### src/rtl/stop_ctrl.sv
module stop_ctrl #(
  parameter int N_IRQ    = 8,
  parameter int P_W      = 8,
  parameter int AL_W     = 8,
  parameter int AH_W     = 8,
  parameter int BASE_LOG = 11,
  parameter int STEP_LOG = 2,
  parameter int CAP_LOG  = 17
) (
  input  logic             clk,
  input  logic             rst_n,
  input  logic             stop_strobe,
  input  logic             sub_clk_sel,
  input  logic             sub_clk_cfg,
  input  logic [N_IRQ-1:0] irq_req,
  input  logic [N_IRQ-1:0] irq_mask,
  input  logic [2:0]       ost_sel,
  input  logic [P_W-1:0]   port_d,
  input  logic             port_we,
  input  logic [AL_W-1:0]  cpu_ad_lo,
  input  logic             cpu_ad_oe,
  input  logic [AH_W-1:0]  cpu_ad_hi,
  input  logic             cpu_astb,
  input  logic             cpu_wr_n,
  input  logic             cpu_rd_n,
  output logic             main_osc_en,
  output logic             sub_osc_en,
  output logic             x2_pullup_en,
  output logic             cpu_clk_en,
  output logic             wdt_en,
  output logic             adc_en,
  output logic [P_W-1:0]   port_q,
  output logic [AL_W-1:0]  ad_lo,
  output logic             ad_lo_oe,
  output logic [AH_W-1:0]  ad_hi,
  output logic             astb,
  output logic             wr_n,
  output logic             rd_n,
  output logic [1:0]       state_o
);
  localparam int CW = CAP_LOG + 1;
  localparam logic [1:0] S_RUN = 2'd0, S_STOP = 2'd1, S_WAIT = 2'd2, S_HWAIT = 2'd3;

  logic [1:0]      st;
  logic [CW-1:0]   cnt;
  logic [CW-1:0]   last;
  logic [AH_W-1:0] ahi_hold;
  logic            wake, run, waiting;
  int              wlog;

  assign wake    = |(irq_req & ~irq_mask);
  assign run     = (st == S_RUN);
  assign waiting = (st == S_WAIT) || (st == S_HWAIT);

  always_comb begin
    wlog = BASE_LOG + STEP_LOG * int'(ost_sel);
    if (wlog > CAP_LOG) wlog = CAP_LOG;
    last = CW'((64'd1 << wlog) - 64'd1);
  end

  always_ff @(posedge clk or negedge rst_n) begin
    if (!rst_n) begin
      st  <= S_RUN;
      cnt <= '0;
    end else begin
      case (st)
        S_RUN: begin
          cnt <= '0;
          if (stop_strobe && !sub_clk_sel) st <= wake ? S_HWAIT : S_STOP;
        end
        S_STOP: begin
          cnt <= '0;
          if (wake) st <= S_WAIT;
        end
        default: begin
          if (cnt == last) begin
            st  <= S_RUN;
            cnt <= '0;
          end else begin
            cnt <= cnt + 1'b1;
          end
        end
      endcase
    end
  end

  always_ff @(posedge clk or negedge rst_n) begin
    if (!rst_n) begin
      port_q   <= '0;
      ahi_hold <= '0;
    end else if (run) begin
      ahi_hold <= cpu_ad_hi;
      if (port_we) port_q <= port_d;
    end
  end

  assign main_osc_en  = (st != S_STOP);
  assign x2_pullup_en = (st == S_STOP);
  assign sub_osc_en   = sub_clk_cfg;
  assign cpu_clk_en   = run && !waiting;
  assign wdt_en       = run;
  assign adc_en       = run;
  assign ad_lo        = cpu_ad_lo;
  assign ad_lo_oe     = run && cpu_ad_oe;
  assign ad_hi        = run ? cpu_ad_hi : ahi_hold;
  assign astb         = run && cpu_astb;
  assign wr_n         = !run || cpu_wr_n;
  assign rd_n         = !run || cpu_rd_n;
  assign state_o      = st;
endmodule


### config.mk
export PLATFORM = sky130hd
export DESIGN_NAME = stop_ctrl
export DESIGN_NICKNAME = d
export VERILOG_FILES = /design/src/rtl/stop_ctrl.sv
export SDC_FILE = /design/constraint.sdc
export NUM_CORES = 1
export LEC_CHECK = 0
export ABC_CLOCK_PERIOD_IN_PS = 2200
export BUFFER_PORTS_ARGS = -buffer_cell sky130_fd_sc_hd__buf_2
export CORE_UTILIZATION = 49
export CTS_BUF_LIST = sky130_fd_sc_hd__clkbuf_2
export DETAILED_ROUTE_END_ITERATION = 6
export GPL_TIMING_DRIVEN = 0
export PLACE_DENSITY = 0.82
export SKIP_CTS_REPAIR_TIMING = 1
export SYNTH_ARGS = -nofsm -noshare
export SYNTH_HDL_FRONTEND = slang
export SYNTH_SLANG_ARGS = --single-unit
export TNS_END_PERCENT = 100
### constraint.sdc
create_clock -name clk -period 2.2 [get_ports clk]
set_input_delay 0.22 -clock clk [delete_from_list [all_inputs] [get_ports clk]]
set_output_delay 0.22 -clock clk [all_outputs]
set_load 0.005 [all_outputs]
[Word level (Yosys, flattened, before mapping)]
Index checks and enable logic that the tools add are counted.
Word-level totals
  register bits after elaboration: 36
  output and inout bits: 36
  input bits: 53
Cells by class
  add/subtract/negate cells: 3
  muxes and demuxes: 9
  eq/ne operators: 7
  shifts and indexed selects: 1
  magnitude comparators: 1
  reductions and logical operators: 16
  bitwise operators: 2
Operators by type and width (count)
  18-bit 2-to-1 mux: 2
  18-bit by 1-bit adder with 18-bit output (second input constant): 1
  18-bit == test: 1
  1-bit by 5-bit left shift with 18-bit output (first input constant): 1
  18-bit by 1-bit subtractor with 18-bit output (second input constant): 1
  8-bit bitwise AND: 1
  2-bit 2-to-1 mux: 4
  8-bit 2-to-1 mux: 1
  8-bit NOT: 1
  8-bit OR reduction: 1
  2-bit by 1-bit inequality test with 1-bit output (second input constant): 3
  4-bit by 4-bit adder with 5-bit output (first input constant): 1
  5-bit greater-than comparator (second input constant): 1
  5-bit 2-to-1 mux: 1
  2-bit == test (second input constant): 2
  1-bit logical AND: 4
  2-bit case mux with 2 select lines: 1
  1-bit zero test: 3
  1-bit logical OR: 3
  3-bit AND reduction: 1
  3-bit nonzero test: 1
  2-bit by 1-bit == test with 1-bit output (second input constant): 1
  2-bit zero test: 1
  2-bit AND reduction: 1
  2-bit OR reduction: 1

[Longest topological paths before layout]
Gate-level depths: netlist (run 1).
  word-level depth: 8
  gate-level depth with buffers: 8

[Worst setup path after synthesis (run 1)]
Ideal clock, no wire load.
  path kind: input to register
  start: input port ost_sel[0]
  end: register cnt[10]
  data arrival time: 1964 ps
  setup time: 116 ps
  cell stages on the path: 8
  path slack: 120 ps
  buffers on the path: 1
  path through: ha_1 > or2b_1 > o21ai_0 > xor2_1 > or4_4 > nor3_4 > buf_8 > nor2_2
On the way
  longest elaborated chain between the ends: 8
RTL lines
  start: declaration: RTL line 17  | input logic [2:0] ost_sel,
  4-bit by 4-bit adder with 5-bit output *: RTL line 56  | wlog = BASE_LOG + STEP_LOG * int'(ost_sel);
  5-bit greater-than comparator: RTL line 57  | if (wlog > CAP_LOG) wlog = CAP_LOG;
  5-bit 2-to-1 mux *: RTL line 57
  1-bit by 5-bit left shift with 18-bit output *: RTL line 58  | last = CW'((64'd1 << wlog) - 64'd1);
  18-bit by 1-bit subtractor with 18-bit output *: RTL line 58
  18-bit == test *: RTL line 76  | if (cnt == last) begin
  18-bit 2-to-1 mux *: RTL line 76
  18-bit 2-to-1 mux *: RTL line 66  | case (st)
  end signal: assignment: RTL line 80  | cnt <= cnt + 1'b1;
  end: declaration: RTL line 45  | logic [CW-1:0] cnt;
Mark *: on every way between the ends. The rest lies on a longest branch, timed or not.
A chain may end at the register's enable or synchronous reset.

[Worst setup path after layout (run 1)]
  start: register cnt[4]
  end: register cnt[10]
On the way
  longest elaborated chain between the ends: 3
  elaborated cells on any way between the ends: 4
  classes of those cells: add/sub (1); eq/ne (1); mux (2)
RTL lines (RTL line)
  18-bit by 1-bit adder with 18-bit output / 18-bit == test (equally long branches): 80, 76
  18-bit 2-to-1 mux *: 76
  18-bit 2-to-1 mux *: 66
Marked as above.

==> metrics, run 1 <==
Setup violations, final=0; Synth Instances=211; Clock Latency Late Sink=400 ps; CTS Buf Count=5; Crit. End Element=flop; M2 GR Usage=35.5%; asr flop ratio synth=100%; most common cell in the synthesized netlist=dfrtp_1; Syn Area/Cell=9.77 µm²; CORE AREA=4030 µm²; Worst Setup Slack, final=68.5 ps; GPL Wtd Cong=0.779; CTS tree=yes; Power Density=851 nW/µm²; GRT Total Usage=19.6%; Seq/Total Area, Yosys=43.7%; IO buf count=79; Row Count=23; Final Cycle Share=96.9%; Die Wd=66.9 µm; Sink Count=36; largest area contributor in the netlist=dfrtp_1; largest fanout on the critical path=10; die area=4470 µm²; number of DRC markers in iteration 0=44; dpl hpwl=3390 µm; CTS H-Tree Depth=2; status=finished, final reports clean; Ports=89; Fin. Hold Viols=0; Slew Limit Fails=0; Final ANT Viol Nets=0; Hold Slack=38.6 ps; Setup Skew=14.4 ps; peak supply drop=0.463 mV; CTS root buffer=clkbuf_2; post-synth top area share=43.7%; Post-synth top cells=dfrtp_1, nand2_1, nor2_1; Overflow after GRT=0; EDFF count, synth=0; vias in the first global route=1610; Synth warnings=0; Lkg Pwr=0.00139 µW; Clock Path Buffers=2; area grow syn2layout=27.3%; Worst EP required=2510 ps; setup_tns=0 ps; Slew @ Worst Pin=801 ps; Initial Util=51.1%; met1 Resource Use GR=22.9%; synth top area cells=dfrtp_1, mux2_2, xnor2_1, nand2_1, buf_4; Vias=1779; DR WL/cell=12.9 µm; Peak Freq=469 MHz; critical path type=flop to flop; Max-cap violations=0; Global Route met3 Usage=3.60%; crit path launch type=flop; Final Util=65.1%; Netlist cell types=41; Arrival @ worst endpoint=2440 ps; Reg clk slew, reported paths=170 ps; Hold Path Class=input port to flop; layout cells sized above 1=45.4%; 1st-pass router iterations=4; antenna violations before repair=0; post-detailed-routing wire length=4550 µm; post-layout minimum cycle time=2130 ps; first-pass GRT wire length=6600 µm; worst slack, placed=-293 ps; # DRC=0; syn_nets=266; ANT cells=0; Die H=66.9 µm; largest net degree at the start of global routing=37; GR peak layer=met2; Most used DFF post-synth=dfrtp_1; number of synthesized register bits=36; NumNets Final=356; Mapped Area=2060 µm²; max_slew headroom=46.6%; Avg Vias per Cell=5.05
## report_power, final
group          total [µW]  switching (µW)  internal, µW
registers            1080             226           859
logic                 731             353           378
clock network         418             222           196
## per-layer routing
metal / up-vias / wire [µm]
li1: 874 / -
met4: 0 / 79
met1: 841 / 1830
met5: - / 0
met3: 7 / 247
met2: 57 / 2400
## cell usage in the layout (no fill, tap or decap), types with 2 or more instances in the layout
cell / synthesis / layout
ha_1: 2 / 2
nor2_1: 17 / 16
xnor2_1: 14 / 14
nand2_1: 26 / 26
xor2_1: 7 / 7
inv_1: 13 / 13
dlygate4sd3_1: 1 / 2
clkbuf_2: 0 / 6
mux2i_1: 2 / 2
or3_1: 2 / 2
nor2b_1: 3 / 3
buf_4: 11 / 14
nand2b_1: 2 / 2
mux2_2: 16 / 16
nor2_2: 10 / 11
nand4_1: 8 / 8
o22ai_1: 4 / 4
nand3_1: 5 / 5
nor3_1: 2 / 2
and4_1: 2 / 2
o21ai_0: 4 / 4
dfrtp_1: 36 / 35
buf_2: 0 / 79
and2_1: 3 / 3
clkbuf_1: 3 / 2
## kinds of logic (layout without fill, tap and decap cells)
logic type,count (synthesis),after routing,share of synthesized area [%]
DFF,36,36,43.7
adders and majority gates,2,2,1.21
muxes,18,18,9.71
xor gates and xnor gates,21,21,8.93
AOI/OAI and AO/OA,14,14,4.49
buffers and inverters,29,120,8.14
and+or+nand+nor,91,91,23.8
## final cells by class
class	instances	area [µm²]
tap	50	62.6
sequential	36	902
buffer	16	123
multi-input combinational	146	995
timing repair buffer	83	428
fill	315	1410
inverter	13	48.8
clock buffer	6	30.0
clock inverter	2	35.0
## worst max-delay path: stages (launching register included)
cell,delay (ps)
dfrtp_2,450
and4_2,260
nand4_1,130
or4_4,580
nor3_4,360
buf_8,210
nor2_2,50
## final timing paths
kind / from / endpoint / slack (ps) / depth (start not counted)
setup / recovery: cnt[4] / cnt[10] / 70 / 6
hold / removal: port_d[2] / port_q[2] / 40 / 2
setup reg to reg: cnt[4] / cnt[10] / 70 / 6
hold reg to reg: ahi_hold[5] / ahi_hold[5] / 520 / 1
max in group asynchronous: rst_n / cnt[4] / 1230 / 2
min in group asynchronous: rst_n / cnt[3] / 420 / 2
## registers in the layout, summed over array words and instances (netlist names)
| name | flops |
|---|---|
| cnt | 18 |
| ahi_hold | 8 |
| port_q | 8 |
| state_o | 2 |
## stage by stage
| step | power [µW] | std cells | instance area [µm²] |
|---|---|---|---|
| after global placement | 1760 | 340 | 2520 |
| after floorplan | 1560 | 211 | 2060 |
| final | 2230 | 352 | 2620 |
| after CTS | 2220 | 348 | 2580 |
| after detailed placement | 1800 | 340 | 2520 |
| after global routing | 2390 | 352 | 2620 |
(Power assumes the default switching activity.)
==> run 2: changes to the inputs <==
--- a/config.mk
+++ b/config.mk
@@ -5,13 +5,13 @@
 export SDC_FILE = /design/constraint.sdc
 export NUM_CORES = 1
 export LEC_CHECK = 0
-export ABC_CLOCK_PERIOD_IN_PS = 2200
+export ABC_CLOCK_PERIOD_IN_PS = 2140
 export BUFFER_PORTS_ARGS = -buffer_cell sky130_fd_sc_hd__buf_2
 export CORE_UTILIZATION = 49
 export CTS_BUF_LIST = sky130_fd_sc_hd__clkbuf_2
 export DETAILED_ROUTE_END_ITERATION = 6
 export GPL_TIMING_DRIVEN = 0
-export PLACE_DENSITY = 0.82
+export PLACE_DENSITY = 0.85
 export SKIP_CTS_REPAIR_TIMING = 1
 export SYNTH_ARGS = -nofsm -noshare
 export SYNTH_HDL_FRONTEND = slang
==> constraint.sdc (replaced) <==
create_clock -name clk -period 2.14 [get_ports clk]
set_input_delay 0.214 -clock clk [delete_from_list [all_inputs] [get_ports clk]]
set_output_delay 0.214 -clock clk [all_outputs]
set_load 0.005 [all_outputs]
==> metrics, run 2 (synthesis results as in run 1) <==
critical path type=flop to flop (unchanged); GPL Wtd Cong=0.825 (was 0.779); WHS Endpoint=port_q[7] (was port_q[2]); Vias=1775 (was 1779); Initial Util=51.1% (unchanged); DR WL/cell=12.6 µm (was 12.9 µm); Row Count=23 (unchanged); area grow syn2layout=29.4% (was 27.3%); Overflow after GRT=0 (unchanged); most common cell after layout, fill and taps aside=buf_2 (unchanged); largest fanout on the critical path=7 (was 10); Die Wd=66.9 µm (unchanged); Reg with most FFs=cnt (unchanged); layout cells sized above 1=45.5% (was 45.4%); Reg-to-Reg End=cnt[14] (was cnt[10]); commonest cells after routing, fill and taps aside=buf_2, dfrtp_1, nand2_1, nor2_1, mux2_2 (unchanged); Final Power=2280 µW (was 2230 µW); Worst Hold Path Cells=2 (unchanged); Ports=89 (unchanged); Slew @ Worst Pin=794 ps (was 801 ps); first-pass GRT wire length=6370 µm (was 6600 µm); Slew Limit Fails=0 (unchanged); Power Density=854 nW/µm² (was 851 nW/µm²); Crit. End Element=flop (unchanged); placed cell area=2520 µm² (unchanged); Final Cycle Share=96.8% (was 96.9%); Final Util=66.2% (was 65.1%); Hold Crit Start=port_d[7] (was port_d[2]); max_slew headroom=47.0% (was 46.6%); max reg flops=18 (unchanged); Hold Path Class=input port to flop (unchanged); Reg clk slew, reported paths=180 ps (was 170 ps); CTS tree=yes (unchanged); Fin. Hold Viols=0 (unchanged); Setup Skew=26.9 ps (was 14.4 ps); CORE AREA=4030 µm² (unchanged); CTS Buf Count=5 (unchanged); Avg Vias per Cell=5.03 (was 5.05); status=finished, final reports clean (unchanged); 1st-pass router iterations=4 (unchanged); post-detailed-routing wire length=4460 µm (was 4550 µm); Max-cap violations=0 (unchanged); die area=4470 µm² (unchanged); CTS H-Tree Depth=2 (unchanged); crit path launch type=flop (unchanged); Setup violations, final=0 (unchanged); CTS root buffer=clkbuf_2 (unchanged); Layout fillers=324 (was 315); ANT cells=0 (unchanged); number of DRC markers in iteration 0=55 (was 44); antenna violations before repair=0 (unchanged); Die H=66.9 µm (unchanged); Lkg Pwr=0.00140 µW (was 0.00139 µW); biggest regs=cnt (18), ahi_hold (8), port_q (8) (unchanged); final instance area=2670 µm² (was 2620 µm²); RSZ-0062 raised after global routing=false; Arrival @ worst endpoint=2360 ps (was 2440 ps); NumNets Final=357 (was 356); Final ANT Viol Nets=0 (unchanged); dpl hpwl=3290 µm (was 3390 µm); Clock Latency Late Sink=390 ps (was 400 ps); post-layout minimum cycle time=2070 ps (was 2130 ps); Clock Path Buffers=2 (unchanged); Worst EP required=2420 ps (was 2510 ps); IO buf count=79 (unchanged); reg-to-reg startpoint=cnt[4] (unchanged); # DRC=0 (unchanged); worst r2r path cells=7 (was 6); Peak Freq=483 MHz (was 469 MHz); peak supply drop=0.504 mV (was 0.463 mV); vias in the first global route=1490 (was 1610); flop-to-flop setup slack=70 ps (about the same); Sink Count=36 (unchanged); largest net degree at the start of global routing=37 (unchanged); GRT Total Usage=19.1% (was 19.6%)
run 2: cell count changes in the layout (fill, tap and decap cells not counted), sizes merged:
cell	before	now
clkbuf	9	10
run 2: worst max-delay path, stage by stage, from the launching register on:
cell	delay, ps
dfrtp_1	460
and4_2	300
nand4_1	120
or4_4	570
nor3_4	230
buf_12	150
buf_8	120
nor2_2	40
run 2: area by class of cell:
cell class                      count  area [µm²]  share of cell area [%]
Inverter                           13        48.8                    1.83
Buffer                             16         123                    4.60
Clock inverter                      2        35.0                    1.31
Sequential cell                    36         902                    33.8
Multi-Input combinational cell    146        1000                    37.5
Timing Repair Buffer               84         465                    17.5
Clock buffer                        6        30.0                    1.13
Tap cell                           50        62.6                    2.35
run 2: worst max-delay path by stage:
stage / startpoint / endpoint / slack [ps] / cells after the start
final: cnt[4] / cnt[14] / 70 / 7
after global routing: cnt[4] / cnt[14] / 20 / 7
after CTS: state_o[1] / ad_hi[3] / -220 / 4
after detailed placement: ost_sel[0] / cnt[14] / -360 / 9
after global placement: ost_sel[0] / cnt[9] / -280 / 9
after floorplan: ost_sel[0] / cnt[10] / 70 / 8
run 2: power by group:
group          total [µW]  leakage, µW  internal (µW)  switching [µW]
clock network         428    0.0000430            201             227
registers            1110     0.000451            881             225
logic                 743     0.000909            378             364
total                2280      0.00140           1460             816
run 2: through the flow:
step / hold WS, ps / setup slack, ps / TNS, ps / std cells
after floorplan: -81.6 / 66.1 / 0 / 211
after global routing: 0.332 / 18.0 / 0 / 353
after detailed placement: 339 / -358 / -5390 / 340
final: 45.4 / 69.2 / 0 / 353
after global placement: 329 / -281 / -4010 / 340
after CTS: -113 / -219 / -1280 / 348
run 2: layer usage:
| metal | share of wire (%) | global-route usage (%) | vias to the layer above |
|---|---|---|---|
| met2 | 51 | 32.7 | 61 |
| met5 | 0 | 0 | - |
| met4 | 1.3 | 6.38 | 0 |
| li1 | - | - | 887 |
| met3 | 6.0 | 4.62 | 6 |
| met1 | 42 | 23.2 | 821 |
